==> config.mk <==
export PLATFORM = sky130hd
export DESIGN_NAME = pixel_burst_alu
export DESIGN_NICKNAME = d
export VERILOG_FILES = /design/src/rtl/pixel_burst_pkg.sv /design/src/rtl/pixel_lane.sv /design/src/rtl/pixel_burst_ctrl.sv /design/src/rtl/pixel_burst_datapath.sv /design/src/rtl/pixel_burst_alu.sv
export SDC_FILE = /design/constraint.sdc
export NUM_CORES = 1
export LEC_CHECK = 0
export BUFFER_PORTS_ARGS = -buffer_cell sky130_fd_sc_hd__buf_4
export CAP_MARGIN = 15
export CORE_MARGIN = 2
export CORE_UTILIZATION = 35
export CTS_CLUSTER_DIAMETER = 120
export DETAILED_ROUTE_END_ITERATION = 16
export GPL_TIMING_DRIVEN = 0
export MAX_ROUTING_LAYER = met4
export PLACE_DENSITY = 0.61
export SYNTH_ARGS = -nofsm -noshare
export SYNTH_HDL_FRONTEND = slang
export SYNTH_SLANG_ARGS = --single-unit
==> constraint.sdc <==
create_clock -name clk -period 18.7 [get_ports clk]
set_input_delay 0.935 -clock clk [delete_from_list [all_inputs] [get_ports clk]]
set_output_delay 0.935 -clock clk [all_outputs]
set_load 0.05 [all_outputs]
==> src/rtl/pixel_burst_pkg.sv <==
package pixel_burst_pkg;

  typedef enum logic [1:0] {
    OP_ADD = 2'd0,
    OP_MUL = 2'd1,
    OP_ROP = 2'd2,
    OP_SEL = 2'd3
  } burst_op_e;

  // Strobes from the sequencer to the datapath
  typedef struct packed {
    logic load;   // capture a new command
    logic step;   // one element is processed this cycle
  } seq_strobe_t;

endpackage

==> src/rtl/pixel_lane.sv <==
module pixel_lane
  import pixel_burst_pkg::*;
#(
  parameter int LANE_W = 8
) (
  input  logic [1:0]        op,
  input  logic [3:0]        rop,
  input  logic [LANE_W-1:0] a,
  input  logic [LANE_W-1:0] b,
  output logic [LANE_W-1:0] y
);
  localparam int PROD_W = 2 * LANE_W;
  localparam logic [PROD_W-1:0] HALF = PROD_W'(1) << (LANE_W - 1);

  logic [PROD_W-1:0] prod;
  logic [PROD_W-1:0] biased;
  logic [PROD_W-1:0] folded;
  logic [LANE_W-1:0] ropOut;

  always_comb begin
    prod   = PROD_W'(a) * PROD_W'(b);
    biased = prod + HALF;
    folded = biased + (biased >> LANE_W);
    ropOut = ({LANE_W{rop[0]}} &  a &  b) |
             ({LANE_W{rop[1]}} &  a & ~b) |
             ({LANE_W{rop[2]}} & ~a &  b) |
             ({LANE_W{rop[3]}} & ~a & ~b);
    case (op)
      OP_ADD:  y = a + b;
      OP_MUL:  y = folded[PROD_W-1:LANE_W];
      OP_ROP:  y = ropOut;
      default: y = '0;
    endcase
  end
endmodule

==> src/rtl/pixel_burst_ctrl.sv <==
module pixel_burst_ctrl
  import pixel_burst_pkg::*;
#(
  parameter int CNT_W = 4
) (
  input  logic             clk,
  input  logic             rstN,
  input  logic             cmdValid,
  input  logic [CNT_W-1:0] cmdCount,
  output seq_strobe_t      strobe,
  output logic             busy,
  output logic             done
);
  logic [CNT_W-1:0] elemIdx;
  logic [CNT_W-1:0] lastIdx;
  logic             lastElem;

  assign lastElem     = (elemIdx == lastIdx);
  assign strobe.load  = cmdValid && !busy;
  assign strobe.step  = busy;

  always_ff @(posedge clk) begin
    if (!rstN) begin
      busy    <= 1'b0;
      done    <= 1'b0;
      elemIdx <= '0;
      lastIdx <= '0;
    end else begin
      done <= 1'b0;
      if (strobe.load) begin
        busy    <= 1'b1;
        elemIdx <= '0;
        lastIdx <= cmdCount;
      end else if (busy) begin
        if (lastElem) begin
          busy <= 1'b0;
          done <= 1'b1;
        end else begin
          elemIdx <= elemIdx + 1'b1;
        end
      end
    end
  end

  // an accepted command raises busy
  p_start_busy_r1: assert property (@(posedge clk) disable iff (!rstN)
    (cmdValid && !busy) |=> busy);

  // while running, the element counter advances regardless of cmdValid
  p_count_step_r4: assert property (@(posedge clk) disable iff (!rstN)
    (busy && !lastElem) |=> (busy && elemIdx == $past(elemIdx) + 1'b1));

  // done is a single cycle
  p_done_pulse_r3: assert property (@(posedge clk) disable iff (!rstN)
    done |=> !done);

  // done follows the final busy cycle and never overlaps busy
  p_done_after_busy_r3: assert property (@(posedge clk) disable iff (!rstN)
    done |-> (!busy && $past(busy)));
endmodule

==> src/rtl/pixel_burst_datapath.sv <==
module pixel_burst_datapath
  import pixel_burst_pkg::*;
#(
  parameter int REG_AW = 7,
  parameter int LANES  = 4,
  parameter int LANE_W = 8,
  parameter int CNT_W  = 4
) (
  input  logic                    clk,
  input  logic                    rstN,
  input  seq_strobe_t             strobe,
  input  logic [1:0]              cmdOp,
  input  logic [3:0]              cmdRop,
  input  logic [REG_AW-1:0]       cmdSrcA,
  input  logic [REG_AW-1:0]       cmdSrcB,
  input  logic [REG_AW-1:0]       cmdDst,
  input  logic [(1<<CNT_W)-1:0]   cmdMask,
  output logic [REG_AW-1:0]       rdAddrA,
  output logic [REG_AW-1:0]       rdAddrB,
  input  logic [LANES*LANE_W-1:0] rdDataA,
  input  logic [LANES*LANE_W-1:0] rdDataB,
  output logic                    wrEn,
  output logic [REG_AW-1:0]       wrAddr,
  output logic [LANES*LANE_W-1:0] wrData
);
  localparam int DATA_W = LANES * LANE_W;
  localparam int MASK_W = 1 << CNT_W;

  burst_op_e         opQ;
  logic [3:0]        ropQ;
  logic [REG_AW-1:0] aPtr, bPtr, dPtr;
  logic [MASK_W-1:0] maskQ;
  logic [DATA_W-1:0] laneOut;

  always_ff @(posedge clk) begin
    if (!rstN) begin
      opQ   <= OP_ADD;
      ropQ  <= '0;
      aPtr  <= '0;
      bPtr  <= '0;
      dPtr  <= '0;
      maskQ <= '0;
    end else if (strobe.load) begin
      opQ   <= burst_op_e'(cmdOp);
      ropQ  <= cmdRop;
      aPtr  <= cmdSrcA;
      bPtr  <= cmdSrcB;
      dPtr  <= cmdDst;
      maskQ <= cmdMask;
    end else if (strobe.step) begin
      dPtr  <= dPtr + 1'b1;
      maskQ <= maskQ >> 1;
      if (opQ != OP_SEL) begin
        aPtr <= aPtr + 1'b1;
        bPtr <= bPtr + 1'b1;
      end
    end
  end

  assign rdAddrA = aPtr;
  assign rdAddrB = (opQ == OP_ROP) ? dPtr : bPtr;

  for (genvar g = 0; g < LANES; g++) begin : g_lane
    pixel_lane #(.LANE_W(LANE_W)) u_lane (
      .op  (opQ),
      .rop (ropQ),
      .a   (rdDataA[g*LANE_W +: LANE_W]),
      .b   (rdDataB[g*LANE_W +: LANE_W]),
      .y   (laneOut[g*LANE_W +: LANE_W])
    );
  end

  assign wrEn   = strobe.step;
  assign wrAddr = dPtr;
  assign wrData = (opQ == OP_SEL) ? (maskQ[0] ? rdDataA : rdDataB) : laneOut;

  // destination advances by exactly one per element
  p_dst_advance_r2: assert property (@(posedge clk) disable iff (!rstN)
    (strobe.step && $past(strobe.step)) |-> ((wrAddr - $past(wrAddr)) == REG_AW'(1)));

  // select keeps both colour registers fixed over the burst
  p_sel_fixed_r8: assert property (@(posedge clk) disable iff (!rstN)
    (strobe.step && $past(strobe.step) && opQ == OP_SEL) |->
      (rdAddrA == $past(rdAddrA) && rdAddrB == $past(rdAddrB)));

  // arithmetic ops walk the source range
  p_src_advance_r9: assert property (@(posedge clk) disable iff (!rstN)
    (strobe.step && $past(strobe.step) && opQ != OP_SEL && opQ != OP_ROP) |->
      ((rdAddrA - $past(rdAddrA)) == REG_AW'(1)));
endmodule

==> src/rtl/pixel_burst_alu.sv <==
module pixel_burst_alu
  import pixel_burst_pkg::*;
#(
  parameter int REG_AW = 7,
  parameter int LANES  = 4,
  parameter int LANE_W = 8,
  parameter int CNT_W  = 4
) (
  input  logic                    clk,
  input  logic                    rstN,
  input  logic                    cmdValid,
  input  logic [1:0]              cmdOp,
  input  logic [3:0]              cmdRop,
  input  logic [REG_AW-1:0]       cmdSrcA,
  input  logic [REG_AW-1:0]       cmdSrcB,
  input  logic [REG_AW-1:0]       cmdDst,
  input  logic [CNT_W-1:0]        cmdCount,
  input  logic [(1<<CNT_W)-1:0]   cmdMask,
  output logic                    busy,
  output logic                    done,
  output logic [REG_AW-1:0]       rdAddrA,
  output logic [REG_AW-1:0]       rdAddrB,
  input  logic [LANES*LANE_W-1:0] rdDataA,
  input  logic [LANES*LANE_W-1:0] rdDataB,
  output logic                    wrEn,
  output logic [REG_AW-1:0]       wrAddr,
  output logic [LANES*LANE_W-1:0] wrData
);
  seq_strobe_t strobe;

  pixel_burst_ctrl #(.CNT_W(CNT_W)) u_ctrl (
    .clk      (clk),
    .rstN     (rstN),
    .cmdValid (cmdValid),
    .cmdCount (cmdCount),
    .strobe   (strobe),
    .busy     (busy),
    .done     (done)
  );

  pixel_burst_datapath #(
    .REG_AW(REG_AW), .LANES(LANES), .LANE_W(LANE_W), .CNT_W(CNT_W)
  ) u_dp (
    .clk     (clk),
    .rstN    (rstN),
    .strobe  (strobe),
    .cmdOp   (cmdOp),
    .cmdRop  (cmdRop),
    .cmdSrcA (cmdSrcA),
    .cmdSrcB (cmdSrcB),
    .cmdDst  (cmdDst),
    .cmdMask (cmdMask),
    .rdAddrA (rdAddrA),
    .rdAddrB (rdAddrB),
    .rdDataA (rdDataA),
    .rdDataB (rdDataB),
    .wrEn    (wrEn),
    .wrAddr  (wrAddr),
    .wrData  (wrData)
  );

  // no register write while idle
  p_idle_quiet_r10: assert property (@(posedge clk) disable iff (!rstN)
    (!busy) |-> (!wrEn));
endmodule

==> results of run 1 <==
## registers in the layout, summed over array words and instances (netlist names)
name,flops
u_dp.ropQ,4
u_dp.maskQ,16
u_dp.opQ,2
u_ctrl.busy,1
u_ctrl.done,1
u_dp.wrAddr,7
u_ctrl.elemIdx,4
u_dp.bPtr,7
u_dp.rdAddrA,7
u_ctrl.lastIdx,4
## layout make-up
| class | instances | area share (%) |
|---|---|---|
| multi-input combinational | 1477 | 74.58 |
| sequential | 53 | 5.935 |
| antenna | 1 | 0.01400 |
| timing repair buffer | 169 | 7.097 |
| clock buffer | 5 | 0.6999 |
| tap | 592 | 4.144 |
| inverter | 255 | 5.355 |
| clock inverter | 3 | 0.1610 |
| buffer | 94 | 2.016 |
## cells by family after synthesis
kind of cell	synth area share, %
AOI/OAI and AO/OA	15.47
xor gates and xnor gates	5.838
adders and majority gates	35.89
buffers and inverters	8.386
DFF	6.754
muxes	9.294
and+or+nand+nor	18.37
## critical path: cells and delay by family
family / cells / cell delay (ps)
adders and majority gates: 6 / 2600
AOI/OAI and AO/OA: 10 / 2340
buffers and inverters: 7 / 1060
and+or+nand+nor: 2 / 430
xor gates and xnor gates: 1 / 160
## metrics by stage
step	hold WS (ps)	utilization (%)	cell area (sq um)	setup slack (ps)	total power, W
2_1_floorplan	449.6	-	15710	10350	0.001579
3_3_place_gp	459.6	40.07	17720	10240	0.001995
3_5_place_dp	463.1	40.07	17720	10180	0.002029
4_1_cts	474.4	40.42	17870	10160	0.002146
5_1_grt	506.0	40.42	17880	9909	0.002370
6_report	476.4	40.42	17880	10250	0.002150
## report_power, final
part | internal, W | total [W] | switching [W]
Combinational | 0.000746 | 0.00192 | 0.00117
Clock | 0.0000515 | 0.000101 | 0.0000491
Sequential | 0.000122 | 0.000132 | 0.0000101
## worst min-delay path by stage
| stage | to | startpoint | slack (ps) |
|---|---|---|---|
| after detailed placement | u_ctrl.lastIdx[2] | u_ctrl.lastIdx[2] | 460 |
| after global placement | u_ctrl.lastIdx[1] | u_ctrl.lastIdx[1] | 460 |
| final | u_ctrl.lastIdx[2] | u_ctrl.lastIdx[2] | 480 |
| after CTS | u_ctrl.lastIdx[2] | u_ctrl.lastIdx[2] | 470 |
| after floorplan | u_ctrl.lastIdx[0] | u_ctrl.lastIdx[0] | 450 |
| after global routing | u_ctrl.lastIdx[1] | u_ctrl.lastIdx[1] | 510 |
## per-layer routing
layer / part of all wire, % / vias to the layer above
met4: 2.9 / 0
met1: 43 / 6998
met2: 46 / 514
li1: - / 6762
met5: 0 / -
met3: 7.9 / 62
## placed cells by master (no fill, tap or decap), types with 12 or more instances in the layout
cell	n
nor2_1	112
o21ai_0	46
and2_1	165
inv_1	253
a21oi_1	108
nand2_1	131
mux2i_1	48
nor3_1	26
o22ai_1	13
o21ai_1	13
a31oi_1	13
dfxtp_1	53
a21o_1	20
mux4_2	33
a211oi_1	37
fa_1	152
clkbuf_1	86
nand3_1	37
xor2_1	32
nor2b_1	14
mux2_2	21
xnor2_1	54
or3_1	12
ha_1	204
o21bai_1	18
buf_4	170
==> summary.txt, run 1 <==
Timing
  • Max Freq: 0.1184 GHz
  • Actual slew at the worst max-slew pin: 978.6 ps
  • Crit path time final: approximately 8400 ps
  • Rel. slew slack: a little over a third
  • Period utilisation layout: a little under half
  • Final setup TNS: 0 ps
  • Skew final: just under 10 ps
  • Fin. max-slew vios: 0
  • Final setup violation count: 0
  • RSZ-0062 raised after global routing: no
  • Final Hold Vio Count: 0

Placed design
  • Placed Instances: about 2.6k
  • Post-DP HPWL: slightly below 40000 um
  • Final RePlAce weighted congestion: 0.8920
  • Buffers on Ports: 169

Finish
  • Layout fillers: roughly 4.5k
  • Synth-to-Final Area Change: 13.79%
  • Final #Nets: between 2k and 3k
  • Area of the multi-input gates: about 13000 sq um
  • Share of cells above drive strength 1: around an eighth
  • Final Non-Filler Cells: roughly 2.6k
  • Register area: between 1000 and 1500 sq um

GRT
  • Antenna violations before repair: 1
  • Vias in the first global route: ~15k
  • Pin count of the biggest net entering global routing: 20
  • First-pass GRT wire length: roughly 77000 um
  • GR Util met1: a little over a quarter
  • Met3 GRT Util: 3.650%
  • GRT busiest layer: met2
  • GRT Util Overall: 21.06%
  • Total gr overflow: 0
  • GRT met2 Usage: roughly 34%

Route
  • Initial drt markers: about 1000
  • Antenna viol nets, final: 0
  • Via-to-Cell Ratio: between 5 and 6
  • Avg WL per Cell: 18.04 um
  • WL final: roughly 48000 um
  • Total number of vias: 14.34k
  • DRC: 0
  • DR pass1 iterations: 5

Setup path
  • Setup slack, reg-to-reg: around 16000 ps
  • CP Data Required Time: 17770 ps
  • Slowest cell on crit path: fa_1
  • Critical Path End: wrData[18]
  • CP max FO: 9
  • Reg2reg start: u_dp.maskQ[0]
  • Setup CP Type: input port to primary output
  • Cells on worst reg2reg path: 7
  • Worst path max stage delay: about 550 ps
  • CP Data Arrival Time: between 7000 and 8000 ps
  • CP Capture Type: primary output
  • Setup crit start kind: input port
  • R2R Path End: u_dp.maskQ[0]
  • Critical path launch point: rdDataB[20]

Clocking
  • CTS tree: built
  • Hold_buf cts: 0
  • CTS buffer count: 5
  • Post-CTS sizing: 0
  • Worst skew pair latency: 300 ps
  • Worst-path clk slew: around 80 ps
  • H-tree levels: 2
  • Number of setup buffers added after CTS: 0
  • CTS Sinks: between 50 and 60
  • Root Buffer: clkbuf_16
  • Maximum clock path buffer count: 2

Flow run
  • Max cap viols: 0

Floorplan
  • Site row count: between 70 and 80
  • Initial Util: between 30 and 40%
  • Chip width: between 200 and 250 um
  • Die ar.: ~47000 sq um
  • Die Ht: between 200 and 250 um
  • Top-Level Pins: between 150 and 200
  • Core area: about 44000 sq um

Logic synthesis
  • Synth unique cells: 91
  • Seq cells post-synth: between 50 and 60
  • Commonest register cell after synthesis: dfxtp_1
  • Post-synth EDFFs: 0
  • Synth cell count leaders: 253 x inv_1, 204 x ha_1, 165 x and2_1
  • Synth area leader: fa_1
  • Post-Syn Area: around 16000 sq um
  • Seq/Total Area, Yosys: roughly 6.8%
  • Most frequent cell after synthesis: inv_1
  • Mapped Nets: approximately 2.3k
  • Area contributors post-synth: fa_1 19%, ha_1 16%, dfxtp_1 6.8%, and2_1 6.6%, inv_1 6.0%
  • Mapped Cells: around 1.9k
  • Synth top area share: between 15 and 20%
  • Async SR Flop Fraction: 0%
  • Avg Cell Area, Syn: 8.361 sq um
  • YS warnings: 0

Power and ir drop
  • Max IR drop VDD: approximately 0.06 mV
  • Leakage: 8.352 nW
  • Pwr Density: 120.3 nW/um^2

Min path
  • Worst min-delay path class: register to register
  • Hold Path Depth: 2

Status
  • Status: completed
Note: power is estimated with default switching activity, not from simulation.
==> run 2: changes to the inputs <==
- PLACE_DENSITY: 0.61 -> 0.63
- clock period: 18.7 -> 6.9 ns (I/O delays scaled with it)
==> summary.txt, run 2 (same netlist as run 1, synthesis figures left out) <==
Finish
  • Fin util: 40.58% (was 40.42%)
  • Final #Nets: 2500 (was 2525)
  • Area of the multi-input gates: 13450 sq um (was 13330 sq um)
  • Most common cell after layout, fill and taps aside: inv_1 (unchanged)
  • Layout fillers: 4500 (was 4525)
  • Max FFs per register: 16 (unchanged)
  • Design area: 17940 sq um (was 17880 sq um)
  • Share of cells above drive strength 1: 14.43% (was 12.94%)
  • Synth-to-Final Area Change: 14.22% (was 13.79%)
  • Commonest non-fill, non-tap cells in the layout: 253 x inv_1, 201 x ha_1, 172 x buf_4, 164 x and2_1, 152 x fa_1 (was 253 x inv_1, 204 x ha_1, 170 x buf_4, 165 x and2_1, 152 x fa_1)
  • Register with the most flip-flops: u_dp.maskQ (unchanged)
  • Register area: 1061 sq um (unchanged)

Min path
  • Worst Hold Launch: cmdDst[3] (was u_ctrl.lastIdx[2])
  • Worst Hold End: u_dp.wrAddr[3] (was u_ctrl.lastIdx[2])
  • Hold Path Depth: 3 (was 2)
  • Worst min-delay path class: input port to register (was register to register)

Timing
  • Actual slew at the worst max-slew pin: 934.7 ps (was 978.6 ps)
  • Max Freq: roughly 0.15 GHz
  • RSZ-0062 raised after global routing: yes (was no)
  • Fin. max-slew vios: 0 (unchanged)
  • Final setup violation count: 0 (unchanged)
  • Period utilisation layout: about 97%
  • Rel. slew slack: 37.68% (was 34.76%)
  • Skew final: 11.46 ps (was 9.722 ps)
  • Crit path time final: between 6000 and 7000 ps
  • Final Hold Vio Count: 0 (unchanged)

Power and ir drop
  • Max IR drop VDD: 0.2011 mV (was 0.06081 mV)
  • Pwr Density: 332.6 nW/um^2 (was 120.3 nW/um^2)
  • Leakage: 8.401 nW (was 8.352 nW)

Setup path
  • Slowest cell on crit path: fa_1 (unchanged)
  • Most used cell along the critical path: fa_1
  • Reg2reg start: u_dp.maskQ[0] (unchanged)
  • Kind of cell adding the most delay to the critical path: adder cells (unchanged)
  • Setup slack, reg-to-reg: 4220 ps (was 15990 ps)
  • Setup CP Type: input port to primary output (unchanged)
  • CP Capture Type: primary output (unchanged)
  • Worst path max stage delay: 540 ps (was 550 ps)
  • CP Buf/Inv Count: 7 (unchanged)
  • CP max FO: 9 (unchanged)
  • Setup crit start kind: input port (unchanged)
  • CP Data Arrival Time: 6350 ps (was 7510 ps)
  • Cells on worst reg2reg path: 7 (unchanged)
  • R2R Path End: u_dp.maskQ[0] (unchanged)
  • CP Data Required Time: 6550 ps (was 17770 ps)

Floorplan
  • Core area: 44220 sq um (unchanged)
  • Top-Level Pins: 170 (unchanged)
  • Chip width: 215.9 um (unchanged)
  • Die Ht: 215.9 um (unchanged)
  • Initial Util: 35.53% (unchanged)
  • Die ar.: 46600 sq um (unchanged)
  • Site row count: 77 (unchanged)

Route
  • WL final: 47240 um (was 47790 um)
  • Total number of vias: 14.26k (was 14.34k)
  • Antenna viol nets, final: 0 (unchanged)
  • DRC: 0 (unchanged)
  • Initial drt markers: 995 (was 973)
  • DR pass1 iterations: 5 (unchanged)
  • Via-to-Cell Ratio: 5.435 (was 5.412)
  • Avg WL per Cell: 18.00 um (was 18.04 um)

GRT
  • Total gr overflow: 0 (unchanged)
  • GRT Util Overall: 20.56% (was 21.06%)
  • Pin count of the biggest net entering global routing: 19 (was 20)
  • Antenna violations before repair: 1 (unchanged)
  • First-pass GRT wire length: 75580 um (was 77220 um)
  • Vias in the first global route: 14.27k (was 14.67k)

Clocking
  • CTS tree: built (unchanged)
  • Worst-path clk slew: 80 ps (about the same)
  • Maximum clock path buffer count: 2 (unchanged)
  • CTS Sinks: 53 (unchanged)
  • Worst skew pair latency: 300 ps (about the same)
  • Root Buffer: clkbuf_16 (unchanged)
  • H-tree levels: 2 (unchanged)
  • CTS buffer count: 5 (unchanged)
  • Hold_buf cts: 0 (unchanged)

Placed design
  • DP Area: 17740 sq um (was 17720 sq um)
  • Final RePlAce weighted congestion: 0.8884 (was 0.8920)
  • Post-DP HPWL: 39340 um (was 39440 um)
  • Buffers on Ports: 169 (unchanged)

Flow run
  • Max cap viols: 0 (unchanged)

Status
  • Status: completed (unchanged)
==> run 2: report_power, final <==
group          internal, W  total [W]  switching [W]
sequential        0.000330   0.000357      0.0000266
combinational      0.00208    0.00531        0.00323
clock             0.000174   0.000301       0.000127
total              0.00258    0.00597        0.00338
==> run 2: area by class of cell <==
cell class / instances / share of cell area (%)
Tap cell: 592 / 4.128
Multi-Input combinational cell: 1477 / 74.93
Inverter: 255 / 5.334
Antenna cell: 1 / 0.01395
Clock buffer: 5 / 0.6973
Timing Repair Buffer: 172 / 7.238
Buffer: 66 / 1.478
Sequential cell: 53 / 5.913
Clock inverter: 3 / 0.2650
==> run 2: repair_timing <==
action / CTS / global route
setup endpoints to repair: 14 / 25
pin swaps: 0 / 4
buffers inserted: 0 / 3
gates resized for setup: 4 / 29
==> run 2: through the flow <==
step	total power (W)	instances	setup slack, ps	TNS [ps]	hold WS, ps
floorplan	0.004286	1879	96.88	0	449.6
CTS	0.005846	2631	14.48	0	277.7
finish	0.005969	2624	201.9	0	276.4
global placement	0.005406	2640	-483.7	-1528	460.4
detailed placement	0.005503	2640	-522.7	-2241	463.1
global route	0.006528	2624	-14.20	-14.20	301.5
==> run 2: how the worst max path moves through the flow <==
stage                      from         end  slack (ps)  depth (start not counted)
detailed placement  rdDataB[18]  wrData[18]        -520                         26
global placement    rdDataB[19]  wrData[18]        -480                         26
finish               rdDataB[4]   wrData[6]         200                         25
CTS                 rdDataB[10]  wrData[10]          10                         24
global route         rdDataB[4]   wrData[6]         -10                         25
floorplan           rdDataA[23]  wrData[18]         100                         24
==> run 2: worst min-delay path: stages <==
cell,delay [ps]
buf_4,80
a21oi_1,50
nor2_1,70
==> run 2: metal layers <==
metal / global-route usage, % / vias up / part of all wire, %
li1: - / 6720 / -
met1: 26.48 / 6924 / 43
met2: 32.73 / 540 / 46
met3: 3.524 / 77 / 7.6
met4: 6.713 / 0 / 3.0
met5: - / - / 0
==> run 3: changes to the inputs <==
- CTS_BUF_LIST: default -> sky130_fd_sc_hd__clkbuf_2 sky130_fd_sc_hd__clkbuf_4 sky130_fd_sc_hd__clkbuf_8
==> summary.txt, run 3 (same netlist as run 1, synthesis figures left out) <==
Timing
  • Rel. slew slack: 35.08% (was 37.68%)
  • Max Freq: 0.1491 GHz (was 0.1493 GHz)
  • Crit path time final: 6705 ps (was 6698 ps)
  • Skew final: 18.36 ps (was 11.46 ps)
  • Fin. max-slew vios: 0 (unchanged)
  • Final Hold Vio Count: 0 (unchanged)
  • Period utilisation layout: 97.18% (was 97.07%)
  • Final setup TNS: 0 ps (unchanged)
  • Actual slew at the worst max-slew pin: 973.8 ps (was 934.7 ps)
  • Final setup violation count: 0 (unchanged)
  • PnR worst setup slack: 194.5 ps (was 201.9 ps)
  • RSZ-0062 raised after global routing: yes (unchanged)

Min path
  • Hold Path Depth: 3 (unchanged)
  • Worst Hold End: u_dp.wrAddr[3] (unchanged)
  • Worst min-delay path class: input port to register (unchanged)
  • Worst Hold Launch: cmdDst[3] (unchanged)

Finish
  • Final Non-Filler Cells: 2624 (unchanged)
  • Area of the multi-input gates: 13450 sq um (unchanged)
  • Register with the most flip-flops: u_dp.maskQ (unchanged)
  • Synth-to-Final Area Change: 13.87% (was 14.22%)
  • Max FFs per register: 16 (unchanged)
  • Final #Nets: 2500 (unchanged)
  • Most common cell after layout, fill and taps aside: inv_1 (unchanged)
  • Share of cells above drive strength 1: 14.43% (unchanged)
  • Commonest non-fill, non-tap cells in the layout: 253 x inv_1, 201 x ha_1, 172 x buf_4, 164 x and2_1, 152 x fa_1 (unchanged)
  • Register area: 1061 sq um (unchanged)
  • Layout fillers: 4507 (was 4500)

Placed design
  • Setup Slack @ Placement: -522.7 ps (unchanged)
  • Final RePlAce weighted congestion: 0.8884 (unchanged)
  • Post-DP HPWL: 39340 um (unchanged)
  • Placed Instances: 2640 (unchanged)
  • Buffers on Ports: 169 (unchanged)

Clocking
  • Root Buffer: clkbuf_8 (was clkbuf_16)
  • Worst skew pair latency: 320 ps (was 300 ps)
  • CTS tree: built (unchanged)
  • Hold_buf cts: 0 (unchanged)
  • Maximum clock path buffer count: 2 (unchanged)
  • CTS Sinks: 53 (unchanged)
  • CTS buffer count: 5 (unchanged)
  • Worst-path clk slew: 120 ps (was 80 ps)
  • H-tree levels: 2 (unchanged)

GRT
  • Total gr overflow: 0 (unchanged)
  • First-pass GRT wire length: 75540 um (was 75580 um)
  • Antenna violations before repair: 1 (unchanged)
  • Vias in the first global route: 14.25k (was 14.27k)
  • GRT Util Overall: 20.55% (was 20.56%)
  • Pin count of the biggest net entering global routing: 19 (unchanged)

Setup path
  • Reg2reg start: u_dp.maskQ[0] (unchanged)
  • CP Data Arrival Time: 6360 ps (was 6350 ps)
  • Setup slack, reg-to-reg: 4170 ps (was 4220 ps)
  • R2R Path End: u_dp.maskQ[0] (unchanged)
  • Setup crit start kind: input port (unchanged)
  • Setup CP Type: input port to primary output (unchanged)
  • Kind of cell adding the most delay to the critical path: adder cells (unchanged)
  • Most used cell along the critical path: fa_1 (unchanged)
  • CP max FO: 9 (unchanged)
  • Slowest cell on crit path: fa_1 (unchanged)
  • Cells on worst reg2reg path: 7 (unchanged)
  • CP Buf/Inv Count: 7 (unchanged)
  • CP Data Required Time: 6550 ps (about the same)
  • Worst path max stage delay: 540 ps (about the same)
  • CP Capture Type: primary output (unchanged)

Floorplan
  • Initial Util: 35.53% (unchanged)
  • Chip width: 215.9 um (unchanged)
  • Core area: 44220 sq um (unchanged)
  • Die Ht: 215.9 um (unchanged)
  • Top-Level Pins: 170 (unchanged)
  • Site row count: 77 (unchanged)
  • Die ar.: 46600 sq um (unchanged)

Route
  • Via-to-Cell Ratio: 5.425 (was 5.435)
  • Avg WL per Cell: 18.01 um (was 18.00 um)
  • Total number of vias: 14.23k (was 14.26k)
  • DRC: 0 (unchanged)
  • DR pass1 iterations: 5 (unchanged)
  • Antenna viol nets, final: 0 (unchanged)
  • WL final: 47250 um (was 47240 um)
  • Initial drt markers: 972 (was 995)

Status
  • Status: completed (unchanged)

Power and ir drop
  • Leakage: 8.375 nW (was 8.401 nW)
  • Pwr Density: 330.0 nW/um^2 (was 332.6 nW/um^2)
  • Max IR drop VDD: 0.2014 mV (was 0.2011 mV)

Flow run
  • Max cap viols: 0 (unchanged)
## run 3: worst reg2reg max path: stages, from the launching register on
cell and delay, ps:
dfxtp_1 320, clkbuf_1 460, clkbuf_1 650, clkbuf_1 800
mux2i_1 160, nor2_1 130, a21oi_1 50, nor2_1 100
## run 3: power breakdown
part | switching [W] | total [W] | internal (W)
clock network | 0.000118 | 0.000229 | 0.000111
logic | 0.00324 | 0.00532 | 0.00208
registers | 0.0000266 | 0.000357 | 0.000330
total | 0.00338 | 0.00590 | 0.00252
## run 3: layer usage
metal	up-vias	part of all wire, %	GRT usage (%)	routed length, um
met4	0	3.2	6.575	1508
met1	6934	43	26.46	20510
met3	83	7.3	3.650	3431
li1	6722	-	-	-
met2	495	46	32.69	21800
met5	-	0	-	0
## run 3: repair_timing
item | 4_1_cts | 5_1_grt
gates resized for setup | 4 | 29
cloned | 0 | 0
hold endpoints to repair | 0 | 0
setup buffers | 0 | 3
pin swaps | 0 | 4
endpoints found under the setup margin | 14 | 25
## run 3: how the worst max path moves through the flow
| stage | start | endpoint | cells after the start |
|---|---|---|---|
| final | rdDataB[4] | wrData[6] | 25 |
| after global routing | rdDataB[4] | wrData[6] | 25 |
| after CTS | rdDataB[10] | wrData[10] | 24 |
| after detailed placement | rdDataB[18] | wrData[18] | 26 |
| after global placement | rdDataB[19] | wrData[18] | 26 |
| after floorplan | rdDataA[23] | wrData[18] | 24 |
## run 3: layout make-up
cell class	instances	area share (%)
Antenna cell	1	0.01399
Buffer	66	1.483
Clock buffer	5	0.3847
Clock inverter	3	0.2658
Inverter	255	5.351
Multi-Input combinational cell	1477	75.17
Sequential cell	53	5.931
Tap cell	592	4.141
Timing Repair Buffer	172	7.260
## run 3: through the flow
stage	instance area [sq um]	utilization [%]	total power [W]	hold slack, ps
finish	17890	40.45	0.005904	249.3
global route	17890	40.45	0.006457	259.9
CTS	17800	40.25	0.005774	247.6
detailed placement	17740	40.11	0.005503	463.1
global placement	17740	40.11	0.005406	460.4
floorplan	15730	-	0.004286	449.6
